--- config.mk ---
export PLATFORM = sky130hd
export DESIGN_NAME = cmd_loader
export DESIGN_NICKNAME = d
export VERILOG_FILES = /design/src/rtl/cmdl_pkg.sv /design/src/rtl/cmdl_steer.sv /design/src/rtl/cmdl_store.sv /design/src/rtl/cmdl_readmux.sv /design/src/rtl/cmd_loader.sv
export SDC_FILE = /design/constraint.sdc
export NUM_CORES = 1
export LEC_CHECK = 0
export CORE_MARGIN = 2
export CORE_UTILIZATION = 50
export DETAILED_ROUTE_END_ITERATION = 7
export PLACE_DENSITY = 0.8
export SYNTH_ARGS = -nofsm -noshare
export SYNTH_HDL_FRONTEND = slang
export SYNTH_HIERARCHICAL = 1
export SYNTH_SLANG_ARGS = --single-unit
--- constraint.sdc ---
create_clock -name clk -period 3.3 [get_ports clk]
set_input_delay 0.99 -clock clk [delete_from_list [all_inputs] [get_ports clk]]
set_output_delay 0.99 -clock clk [all_outputs]
set_load 0.01 [all_outputs]
--- src/rtl/cmdl_pkg.sv ---
package cmdl_pkg;

    localparam int WORD_W = 32;
    localparam int ADDR_W = 3;
    localparam int SLOT_W = 2;

    typedef logic [WORD_W-1:0] word_t;
    typedef logic [ADDR_W-1:0] addr_t;

    typedef enum logic [SLOT_W-1:0] {
        SLOT0 = 2'd0,
        SLOT1 = 2'd1,
        SLOT2 = 2'd2,
        SLOT3 = 2'd3
    } slot_e;

    // register map (word addresses)
    localparam addr_t A_PORT = 3'd0;
    localparam addr_t A_CTRL = 3'd4;

    // control / status bit positions
    localparam int B_ABORT   = 0;
    localparam int B_PENDING = 0;
    localparam int B_LONG    = 1;
    localparam int B_OVERRUN = 2;

    typedef struct packed {
        logic pending;
        logic long_mode;
        logic overrun;
    } status_t;

    function automatic slot_e final_slot(input logic long_cmd);
        return long_cmd ? SLOT3 : SLOT2;
    endfunction

    function automatic word_t pack_status(input status_t s);
        word_t w;
        w            = '0;
        w[B_PENDING] = s.pending;
        w[B_LONG]    = s.long_mode;
        w[B_OVERRUN] = s.overrun;
        return w;
    endfunction

endpackage

--- src/rtl/cmdl_steer.sv ---
module cmdl_steer
    import cmdl_pkg::*;
#(
    parameter bit HAS_BUF3 = 1'b1
) (
    input  logic  clk,
    input  logic  rst,
    input  logic  abort,
    input  logic  ld_req,
    input  logic  mode_long,
    input  logic  done,
    output logic  ld_accept,
    output slot_e ld_slot,
    output logic  cmd_ready,
    output logic  pending,
    output logic  overrun,
    output logic  cmd_long
);

    slot_e slot_q;
    logic  long_q;
    logic  ready_q;
    logic  pend_q;
    logic  ovr_q;
    logic  eff_long;

    assign ld_accept = ld_req && !pend_q;
    assign eff_long  = (slot_q == SLOT0) ? (mode_long && HAS_BUF3) : long_q;
    assign ld_slot   = slot_q;

    always_ff @(posedge clk) begin
        if (rst || abort) begin
            slot_q  <= SLOT0;
            long_q  <= 1'b0;
            ready_q <= 1'b0;
            pend_q  <= 1'b0;
            ovr_q   <= 1'b0;
        end else begin
            ready_q <= 1'b0;
            if (ld_accept) begin
                if (slot_q == SLOT0) begin
                    long_q <= mode_long && HAS_BUF3;
                end
                if (slot_q == final_slot(eff_long)) begin
                    slot_q  <= SLOT0;
                    ready_q <= 1'b1;
                    pend_q  <= 1'b1;
                end else begin
                    slot_q <= slot_e'(slot_q + 2'd1);
                end
            end
            if (ld_req && pend_q) begin
                ovr_q <= 1'b1;
            end
            if (done && pend_q) begin
                pend_q <= 1'b0;
            end
        end
    end

    assign cmd_ready = ready_q;
    assign pending   = pend_q;
    assign overrun   = ovr_q;
    assign cmd_long  = long_q;

    assert_ready_one_cycle_R3: assert property (@(posedge clk) disable iff (rst)
        ready_q |=> !ready_q);

    assert_ready_with_pending_R3: assert property (@(posedge clk) disable iff (rst)
        ready_q |-> pend_q);

    assert_drop_keeps_slot_R8: assert property (@(posedge clk) disable iff (rst)
        (ld_req && pend_q && !abort) |=> ($stable(slot_q) && ovr_q));

    assert_overrun_sticky_R8: assert property (@(posedge clk) disable iff (rst)
        (ovr_q && !abort) |=> ovr_q);

    assert_slot3_only_long_R6: assert property (@(posedge clk) disable iff (rst)
        (slot_q == SLOT3) |-> long_q);

    assert_abort_clears_R10: assert property (@(posedge clk) disable iff (rst)
        abort |=> (slot_q == SLOT0 && !pend_q && !ovr_q));

endmodule

--- src/rtl/cmdl_store.sv ---
module cmdl_store
    import cmdl_pkg::*;
#(
    parameter int NUM_BUF = 4
) (
    input  logic                     clk,
    input  logic                     clear,
    input  logic                     we,
    input  slot_e                    slot,
    input  word_t                    data,
    output logic [NUM_BUF-1:0][WORD_W-1:0] bufs
);

    for (genvar g = 0; g < NUM_BUF; g++) begin : g_buf
        always_ff @(posedge clk) begin
            if (clear) begin
                bufs[g] <= '0;
            end else if (we && (slot == slot_e'(g))) begin
                bufs[g] <= data;
            end
        end
    end

endmodule

--- src/rtl/cmdl_readmux.sv ---
module cmdl_readmux
    import cmdl_pkg::*;
#(
    parameter int NUM_BUF = 4
) (
    input  addr_t                          rd_addr,
    input  logic [NUM_BUF-1:0][WORD_W-1:0] bufs,
    input  status_t                        status,
    output word_t                          rd_data
);

    always_comb begin
        rd_data = '0;
        for (int i = 0; i < NUM_BUF; i++) begin
            if (rd_addr == addr_t'(i)) begin
                rd_data = bufs[i];
            end
        end
        if (rd_addr == A_CTRL) begin
            rd_data = pack_status(status);
        end
    end

endmodule

--- src/rtl/cmd_loader.sv ---
module cmd_loader
    import cmdl_pkg::*;
#(
    parameter bit HAS_BUF3 = 1'b1,
    parameter int LEN_W    = 16
) (
    input  logic                  clk,
    input  logic                  rst,
    input  logic                  wr_en,
    input  logic [ADDR_W-1:0]     wr_addr,
    input  logic [WORD_W-1:0]     wr_data,
    input  logic [ADDR_W-1:0]     rd_addr,
    output logic [WORD_W-1:0]     rd_data,
    input  logic                  cmd_done,
    output logic                  cmd_ready,
    output logic                  cmd_pending,
    output logic                  len_valid,
    output logic [LEN_W-1:0]      len_count
);

    localparam int NUM_BUF = HAS_BUF3 ? 4 : 3;

    logic    ctrl_wr;
    logic    abort;
    logic    port_wr;
    logic    mode_q;
    logic    ld_accept;
    slot_e   ld_slot;
    logic    pend;
    logic    ovr;
    logic    long_cmd;
    status_t status;
    logic [NUM_BUF-1:0][WORD_W-1:0] bufs;

    assign ctrl_wr = wr_en && (wr_addr == A_CTRL);
    assign abort   = ctrl_wr && wr_data[B_ABORT];
    assign port_wr = wr_en && (wr_addr == A_PORT);

    always_ff @(posedge clk) begin
        if (rst) begin
            mode_q <= 1'b0;
        end else if (ctrl_wr) begin
            mode_q <= wr_data[B_LONG] && HAS_BUF3;
        end
    end

    cmdl_steer #(.HAS_BUF3(HAS_BUF3)) u_steer (
        .clk       (clk),
        .rst       (rst),
        .abort     (abort),
        .ld_req    (port_wr),
        .mode_long (mode_q),
        .done      (cmd_done),
        .ld_accept (ld_accept),
        .ld_slot   (ld_slot),
        .cmd_ready (cmd_ready),
        .pending   (pend),
        .overrun   (ovr),
        .cmd_long  (long_cmd)
    );

    cmdl_store #(.NUM_BUF(NUM_BUF)) u_store (
        .clk   (clk),
        .clear (rst || abort),
        .we    (ld_accept),
        .slot  (ld_slot),
        .data  (wr_data),
        .bufs  (bufs)
    );

    assign status = '{pending: pend, long_mode: mode_q, overrun: ovr};

    cmdl_readmux #(.NUM_BUF(NUM_BUF)) u_rd (
        .rd_addr (rd_addr),
        .bufs    (bufs),
        .status  (status),
        .rd_data (rd_data)
    );

    assign cmd_pending = pend;

    if (HAS_BUF3) begin : g_len
        assign len_valid = pend && long_cmd;
        assign len_count = len_valid ? bufs[3][LEN_W-1:0] : '0;
    end else begin : g_nolen
        logic unused_long;
        assign unused_long = long_cmd;
        assign len_valid   = 1'b0;
        assign len_count   = '0;
    end

    assert_side_writes_ignored_R4: assert property (@(posedge clk) disable iff (rst)
        (wr_en && wr_addr != A_PORT && wr_addr != A_CTRL) |=> $stable(bufs));

    assert_len_zero_when_idle_R7: assert property (@(posedge clk) disable iff (rst)
        !cmd_pending |-> (len_count == '0 && !len_valid));

    assert_pending_until_done_R9: assert property (@(posedge clk) disable iff (rst)
        (cmd_pending && !cmd_done && !abort) |=> cmd_pending);

endmodule

# Yosys cells after proc, flatten, opt, wreduce, memory -nomap -nowiden
# Cells that the tools add are included.
word_totals:
  ram_bits: 0
  latch_bits: 0
  out_inout_bits: 51
  ff_bits: 135
  in_bits: 42
  elab_cells: 50
  rom_bits: 0
  memories: 0
classes:
  n_reduce_logical: 19
  mul: 0
  n_mux: 10
  n_bitwise: 1
  addsub: 1
  n_shift: 0
  eq_ne: 9
  div_mod_pow: 0
  order_cmp: 0
ops:
  columns: ["op", "count"]
  rows:
  - ["$mux W32", 5]
  - ["$mux W16", 1]
  - ["$logic_and A1 B1 Y1", 11]
  - ["$eq A3 B2 Y1 const B", 2]
  - ["$eq A3 B3 Y1 const B", 2]
  - ["$logic_not A3 Y1", 2]
  - ["$eq A2 B2 Y1 const B", 2]
  - ["$reduce_or A2 Y1", 2]
  - ["$eq A3 B1 Y1 const B", 1]
  - ["$mux W1", 3]
  - ["$add A2 B1 Y2 const B", 1]
  - ["$eq A2 B1 Y1 const B", 1]
  - ["$eq A2 B2 Y1", 1]
  - ["$logic_not A2 Y1", 1]
  - ["$mux W2", 1]
  - ["$reduce_and A2 Y1", 1]
  - ["$logic_not A1 Y1", 1]
  - ["$logic_or A1 B1 Y1", 1]
  - ["$not A1 Y1", 1]

# Longest topological paths before layout
# Gate-level depths: netlist (run 1).
logic_depth:
  ltp_word: 6
  ltp_mapped: 7
  mapped_depth_nobuf: 5

# Modules after synthesis
# Netlist (run 1), hierarchy kept.
modules_own_cells:
  columns: ["mod", "seq_area_each_um2", "instances", "cells_per_inst", "area_per_inst_um2"]
  rows:
  - ["cmdl_store", 2562.5, 1, 454, 5063.6]
  - ["cmdl_readmux", 0.0, 1, 87, 1038.5]
  - ["cmdl_steer", 120.1, 1, 28, 280.3]
  - ["cmd_loader", 20.0, 1, 27, 193.9]

# Worst setup path before layout (run 1)
# OpenSTA, ideal clock, no wires.
synth_timing:
  kind: "input port to output port"
  start: "input port rd_addr[0]"
  end: "output port rd_data[10]"
  arrival_time_ns: 1.968
  path_slack_ns: 0.342
  path_stages: 4
  t_required_ns: 2.310
  n_path_buf: 2
  cell_sequence: "buf_6 > buf_6 > mux4_2 > nor2b_1"
synth_via:
  elab_chain_cells: 6
  elab_cells_between_ends: 10
  classes_between: "4 x eq/ne; 5 x mux; 1 x reduce/logical"
synth_lines:
  columns: ["item", "line_no", "text"]
  rows:
  - ["start, declared", "cmd_loader.sv:12", "input logic [ADDR_W-1:0] rd_addr,"]
  - ["$logic_not A3 Y1", "cmdl_readmux.sv:15", "if (rd_addr == addr_t'(i)) begin"]
  - ["$mux W32 (4 in a row)", "cmdl_readmux.sv:15", null]
  - ["$mux W32 *", "cmdl_readmux.sv:19", "if (rd_addr == A_CTRL) begin"]
  - ["end, declared", "cmd_loader.sv:13", "output logic [WORD_W-1:0] rd_data,"]
# Every way passes the cells marked *; elsewhere a longest branch is shown, timed or not.

# Worst setup path after layout (run 1)
layout_timing:
  start: "input port rd_addr[0]"
  end: "output port rd_data[29]"
# Same word-level chain as after synthesis.

==> results.sh, run 1 <==
export IMPL_p_per_area_nw_per_um2=474
export IMPL_setup_violations=0
export IMPL_wl_mm=15.5
export IMPL_htreeDepth=4
export IMPL_period_share_pct=98.2
export IMPL_synth_area_um2=6580
export IMPL_dpl_worst_slack_ns=-0.472
export IMPL_synth_flop_cell="dfxtp_1"
export IMPL_vias_per_cell=5.31
export IMPL_hp_start="u_store/bufs[45]"
export IMPL_postSynthNetCount=639
export IMPL_async_reset_ff_share_pct=0
export IMPL_port_buffers=92
export IMPL_critPathLaunchType="input port"
export IMPL_skew_ns=0.00392
export IMPL_end_kind="output pin"
export IMPL_yosysSeqAreaShare_pct=41.1
export IMPL_synthTopCellsByArea="dfxtp_1 (41%), mux2i_1 (20%), nand2b_1 (16%), mux4_2 (9.9%), nor2b_1 (3.2%)"
export IMPL_grt_pass1_vias=4959
export IMPL_synth_edf_count=0
export IMPL_place_gp_congestion=0.751
export IMPL_ys_types=35
export IMPL_dpl_hpwl_mm=9.86
export IMPL_setup_ws_ns=0.0600
export IMPL_ys_seq_elements=135
export IMPL_cts_clk_slew_worst_paths_ns=0.05
export IMPL_antenna_found_initial=1
export IMPL_via_count=4639
export IMPL_route_detailed_drc=0
export IMPL_detail_route_first_pass_iterations=4
export IMPL_clock_latency_ns=0.42
export IMPL_clkSinkCount=135
export IMPL_cp_startpoint="rd_addr[0]"
export IMPL_maxSlewHeadroom_pct=54.0
export IMPL_final_cell_mix="nand2b_1 (163), dfxtp_1 (135), mux2i_1 (133), clkdlybuf4s50_1 (57), nor2b_1 (33)"
export IMPL_run_status="complete, no violations"
export IMPL_rows=41
export IMPL_synth_xor_area_share_pct=0
export IMPL_cts_tree="done"
export IMPL_cap_violations=0
export IMPL_p_leak_nw=3.79
export IMPL_worstPathRequired_ns=2.31
export IMPL_crit_path_max_fanout=8
export IMPL_irDropWorstVdd_v=0.000357
export IMPL_finalHoldViolations=0
export IMPL_numCtsBuffers=17
export IMPL_grt_max_degree=62
export IMPL_coreArea_um2=12700
export IMPL_muxShareOfSynthArea_pct=30.4
export IMPL_fin_cells=874
export IMPL_die_w_um=119
export IMPL_initial_core_util_pct=51.7
export IMPL_synthSimpleGateAreaFrac_pct=22.6
export IMPL_power_mw=3.98
export IMPL_synthAdderAreaFrac_pct=0.190
export IMPL_synth_top_area_share_pct=41.1
export IMPL_finalCriticalPeriod_ns=3.24
export IMPL_critPathKind="input port to output pin"
export IMPL_cts_path_max_buffers=2
export IMPL_die_area_um2=14100
export IMPL_cts_hold_fix_buffers=0
export IMPL_grt_overflow=0
export IMPL_wl_per_cell_um=17.7
export IMPL_groute_usage_overall_pct=23.2
export IMPL_synth_compound_area_share_pct=1.60
export IMPL_yosysTopAreaCell="dfxtp_1"
export IMPL_drt_iter0_markers=336
export IMPL_cp_arrival_ns=2.25
export IMPL_yosys_warnings=6
export IMPL_r2r_start="u_steer/pending"
export IMPL_root_buffer="clkbuf_16"
export IMPL_final_common_cell="nand2b_1"
export IMPL_grt_pass1_wl_mm=25.5
export IMPL_grt_setup_unrepaired="no"
export IMPL_dp_cells=839
export IMPL_netlist_instances=596
export IMPL_synth_top_family_by_area="multiplexers"
export IMPL_avgSynthCellArea_um2=11.0
export IMPL_hold_class="flop to flop"
export IMPL_drtAntennaViolNets=0
export IMPL_syn_to_final_growth_pct=27.7
export IMPL_final_max_slew_viol_count=0
export IMPL_worst_slew_pin_transition_ns=0.689
export IMPL_fmax_mhz=309
export IMPL_nNetsFinal=731
export IMPL_drive_above_1_share_pct=14.0
export IMPL_die_h_um=119
export IMPL_num_io_pins=93
-- cell type report --
class	instances	area (um^2)
Sequential cell	135	2700
Multi-Input combinational cell	413	3620
Antenna cell	1	2.50
Inverter	3	11.3
Clock inverter	13	203
Timing Repair Buffer	118	1200
Fill cell	1031	4330
Clock buffer	19	443
Tap cell	172	215
-- state kept, by name, summed over array words and instances (netlist names) --
| signal | count |
|---|---|
| u_steer/overrun | 1 |
| u_steer/cmd_ready | 1 |
| u_steer/ld_slot | 2 |
| u_steer/cmd_long | 1 |
| u_steer/pending | 1 |
| u_store/bufs | 128 |
| mode_q | 1 |
-- through the flow --
step,TNS [ns],hold slack [ns],utilization [%],cell area [um^2]
2_1_floorplan,0,0.438,-,6580
3_3_place_gp,-6.09,0.455,60.6,7710
3_5_place_dp,-6.68,0.464,60.6,7710
4_1_cts,0,0.477,66.0,8390
5_1_grt,0,0.488,66.0,8390
6_report,0,0.471,66.0,8400
-- path summary, 6_finish.rpt --
check	endpoint	slack (ns)	cells after the start
max	rd_data[29]	0.06	5
min	u_store/bufs[45]	0.47	2
max reg2reg	u_store/bufs[72]	1.33	6
min reg2reg	u_store/bufs[45]	0.47	2
-- cell usage after synthesis, drive strengths merged (2+ instances only) --
| cell | count |
|---|---|
| a21oi | 2 |
| nand2b | 163 |
| nand3 | 4 |
| o211ai | 3 |
| mux4 | 29 |
| nand3b | 2 |
| and2 | 2 |
| mux2i | 134 |
| or3 | 3 |
| a22oi | 3 |
| inv | 3 |
| buf | 26 |
| nor2b | 34 |
| dfxtp | 135 |
| nor2 | 3 |
| and3 | 16 |
| clkbuf | 19 |
-- cell families after synthesis --
group,after synthesis
AOI/OAI and AO/OA,13
adders and majority gates,1
buffers and inverters,48
DFF,135
muxes,163
and+or+nand+nor,236
-- layer usage --
| layer | vias up | global-route usage, % | wire length, um |
|---|---|---|---|
| met5 | - | 0 | 0 |
| met1 | 2254 | 28.1 | 6480 |
| met2 | 123 | 39.2 | 7860 |
| met3 | 19 | 6.66 | 949 |
| met4 | 0 | 8.78 | 210 |
| li1 | 2243 | - | - |
-- critical path, stage by stage --
cell	delay, ns
buf_8	0.14
buf_12	0.16
mux4_2	0.51
nor2b_1	0.15
dlygate4sd2_1	0.29
-- power by group --
group / total [mW] / internal (mW) / leakage [nW] / switching, mW
logic: 0.265 / 0.148 / 2.40 / 0.117
clock network: 2.06 / 1.35 / 0.301 / 0.707
registers: 1.65 / 1.64 / 1.09 / 0.0101
-- what timing repair did --
| item | CTS | global route |
|---|---|---|
| setup buffers | 0 | 0 |
| endpoints found under the setup margin | 32 | 1 |
| resized for setup | 42 | 1 |
| pin swaps | 0 | 0 |
| cloned | 2 | 0 |
Power figures use the tool's default switching activity.
==> run 2: changes to the inputs <==
CORE_MARGIN = 5   (was 2)
==> results.sh, run 2 (same netlist as run 1, synthesis figures left out) <==
export IMPL_critPathLaunchType="input port"
export IMPL_die_area_um2=15500
export IMPL_placed_area_um2=7760
export IMPL_dpl_hpwl_mm=10.2
export IMPL_grt_pass1_wl_mm=25.2
export IMPL_cap_violations=0
export IMPL_coreArea_um2=13100
export IMPL_critPathKind="input port to output pin"
export IMPL_run_status="complete, no violations"
export IMPL_clock_latency_ns=0.41
export IMPL_syn_to_final_growth_pct=28.7
export IMPL_final_cell_area_um2=8460
export IMPL_irDropWorstVdd_v=0.000466
export IMPL_rows=42
export IMPL_holdWs_ns=0.473
export IMPL_skew_ns=0.00617
export IMPL_htreeDepth=4
export IMPL_diodes=0
export IMPL_p_per_area_nw_per_um2=475
export IMPL_port_buffers=92
export IMPL_worst_slew_pin_transition_ns=0.520
export IMPL_grt_overflow=0
export IMPL_largest_reg_flops=128
export IMPL_finalHoldViolations=0
export IMPL_grt_max_degree=54
export IMPL_root_buffer="clkbuf_16"
export IMPL_cts_clk_slew_worst_paths_ns=0.06
export IMPL_finalCriticalPeriod_ns=3.23
export IMPL_die_w_um=125
export IMPL_top_register="u_store/bufs"
export IMPL_vias_per_cell=5.27
export IMPL_cts_path_max_buffers=2
export IMPL_wl_mm=15.3
export IMPL_fin_cells=885
export IMPL_power_mw=4.02
export IMPL_fmax_mhz=310
export IMPL_setup_ws_ns=0.0691
export IMPL_dpl_worst_slack_ns=-0.212
export IMPL_cts_tree="done"
export IMPL_final_cell_mix="nand2b_1 (163), dfxtp_1 (135), mux2i_1 (133), clkdlybuf4s50_1 (57), nor2b_1 (33)"
export IMPL_via_count=4662
export IMPL_numCtsBuffers=17
export IMPL_grt_setup_unrepaired="no"
export IMPL_clkSinkCount=135
export IMPL_dp_cells=849
export IMPL_worstPathRequired_ns=2.31
export IMPL_nNetsFinal=739
export IMPL_drt_iter0_markers=350
export IMPL_setup_violations=0
export IMPL_crit_path_max_fanout=6
export IMPL_die_h_um=125
export IMPL_cp_arrival_ns=2.24
export IMPL_route_detailed_drc=0
export IMPL_period_share_pct=97.9
export IMPL_end_kind="output pin"
export IMPL_final_common_cell="nand2b_1"
export IMPL_hold_class="flop to flop"
export IMPL_initial_core_util_pct=50.3
export IMPL_groute_usage_overall_pct=20.0
export IMPL_wl_per_cell_um=17.3
export IMPL_num_io_pins=93
export IMPL_antenna_found_initial=0
export IMPL_maxSlewHeadroom_pct=65.3
export IMPL_cts_hold_fix_buffers=0
export IMPL_detail_route_first_pass_iterations=7
export IMPL_grt_pass1_vias=5002
export IMPL_place_gp_congestion=0.812
export IMPL_final_max_slew_viol_count=0
export IMPL_drtAntennaViolNets=0
export IMPL_p_leak_nw=3.84
export IMPL_drive_above_1_share_pct=15.5
## run 2: cell count changes in the layout (fill, tap and decap cells not counted), moves of 2 or more
cell	before	now
clkinvlp_4	5	2
clkbuf_2	0	3
buf_4	17	25
clkbuf_8	1	3
clkinv_4	0	2
dlygate4sd2_1	31	28
## run 2: worst paths after layout
path                      end  cells after the start              from  slack (ns)
max                rd_data[1]                      8        rd_addr[0]        0.07
min          u_store/bufs[56]                      2  u_store/bufs[56]        0.47
max reg2reg  u_store/bufs[79]                      7   u_steer/pending        1.24
min reg2reg  u_store/bufs[56]                      2  u_store/bufs[56]        0.47
## run 2: final cells by class
type | instances | area (um^2)
Clock inverter | 12 | 198
Tap cell | 176 | 220
Inverter | 3 | 11.3
Timing Repair Buffer | 126 | 1240
Fill cell | 999 | 4620
Multi-Input combinational cell | 413 | 3620
Sequential cell | 135 | 2700
Clock buffer | 20 | 467
## run 2: through the flow
stage,setup TNS (ns),util (%)
floorplan,0,-
global placement,-5.44,59.3
detailed placement,-5.50,59.3
CTS,0,64.7
global route,0,64.7
finish,0,64.7
## run 2: power breakdown
part           internal [mW]  switching (mW)  leakage, nW
sequential              1.64         0.00933         1.09
combinational          0.151           0.120         2.43
clock                   1.40           0.695        0.322
## run 2: layer usage
layer / GRT usage [%] / vias to the layer above / part of all wire, %
met2: 34.5 / 92 / 50
met4: 6.25 / 0 / 1.3
met1: 24.4 / 2297 / 44
met3: 5.53 / 14 / 3.9
met5: 0 / - / 0
li1: - / 2259 / -
## run 2: critical path, cell delays in order
cell	delay, ns
buf_8	0.13
buf_16	0.15
buf_4	0.14
nor2b_2	0.15
buf_4	0.14
a22oi_1	0.18
o211ai_1	0.12
clkdlybuf4s15_1	0.25
## run 2: what timing repair did
item | 4_1_cts | 5_1_grt
resized for setup | 39 | 7
pin swaps | 1 | 1
endpoints found under the setup margin | 32 | 4
buffers inserted | 2 | 0
gates cloned | 2 | 0
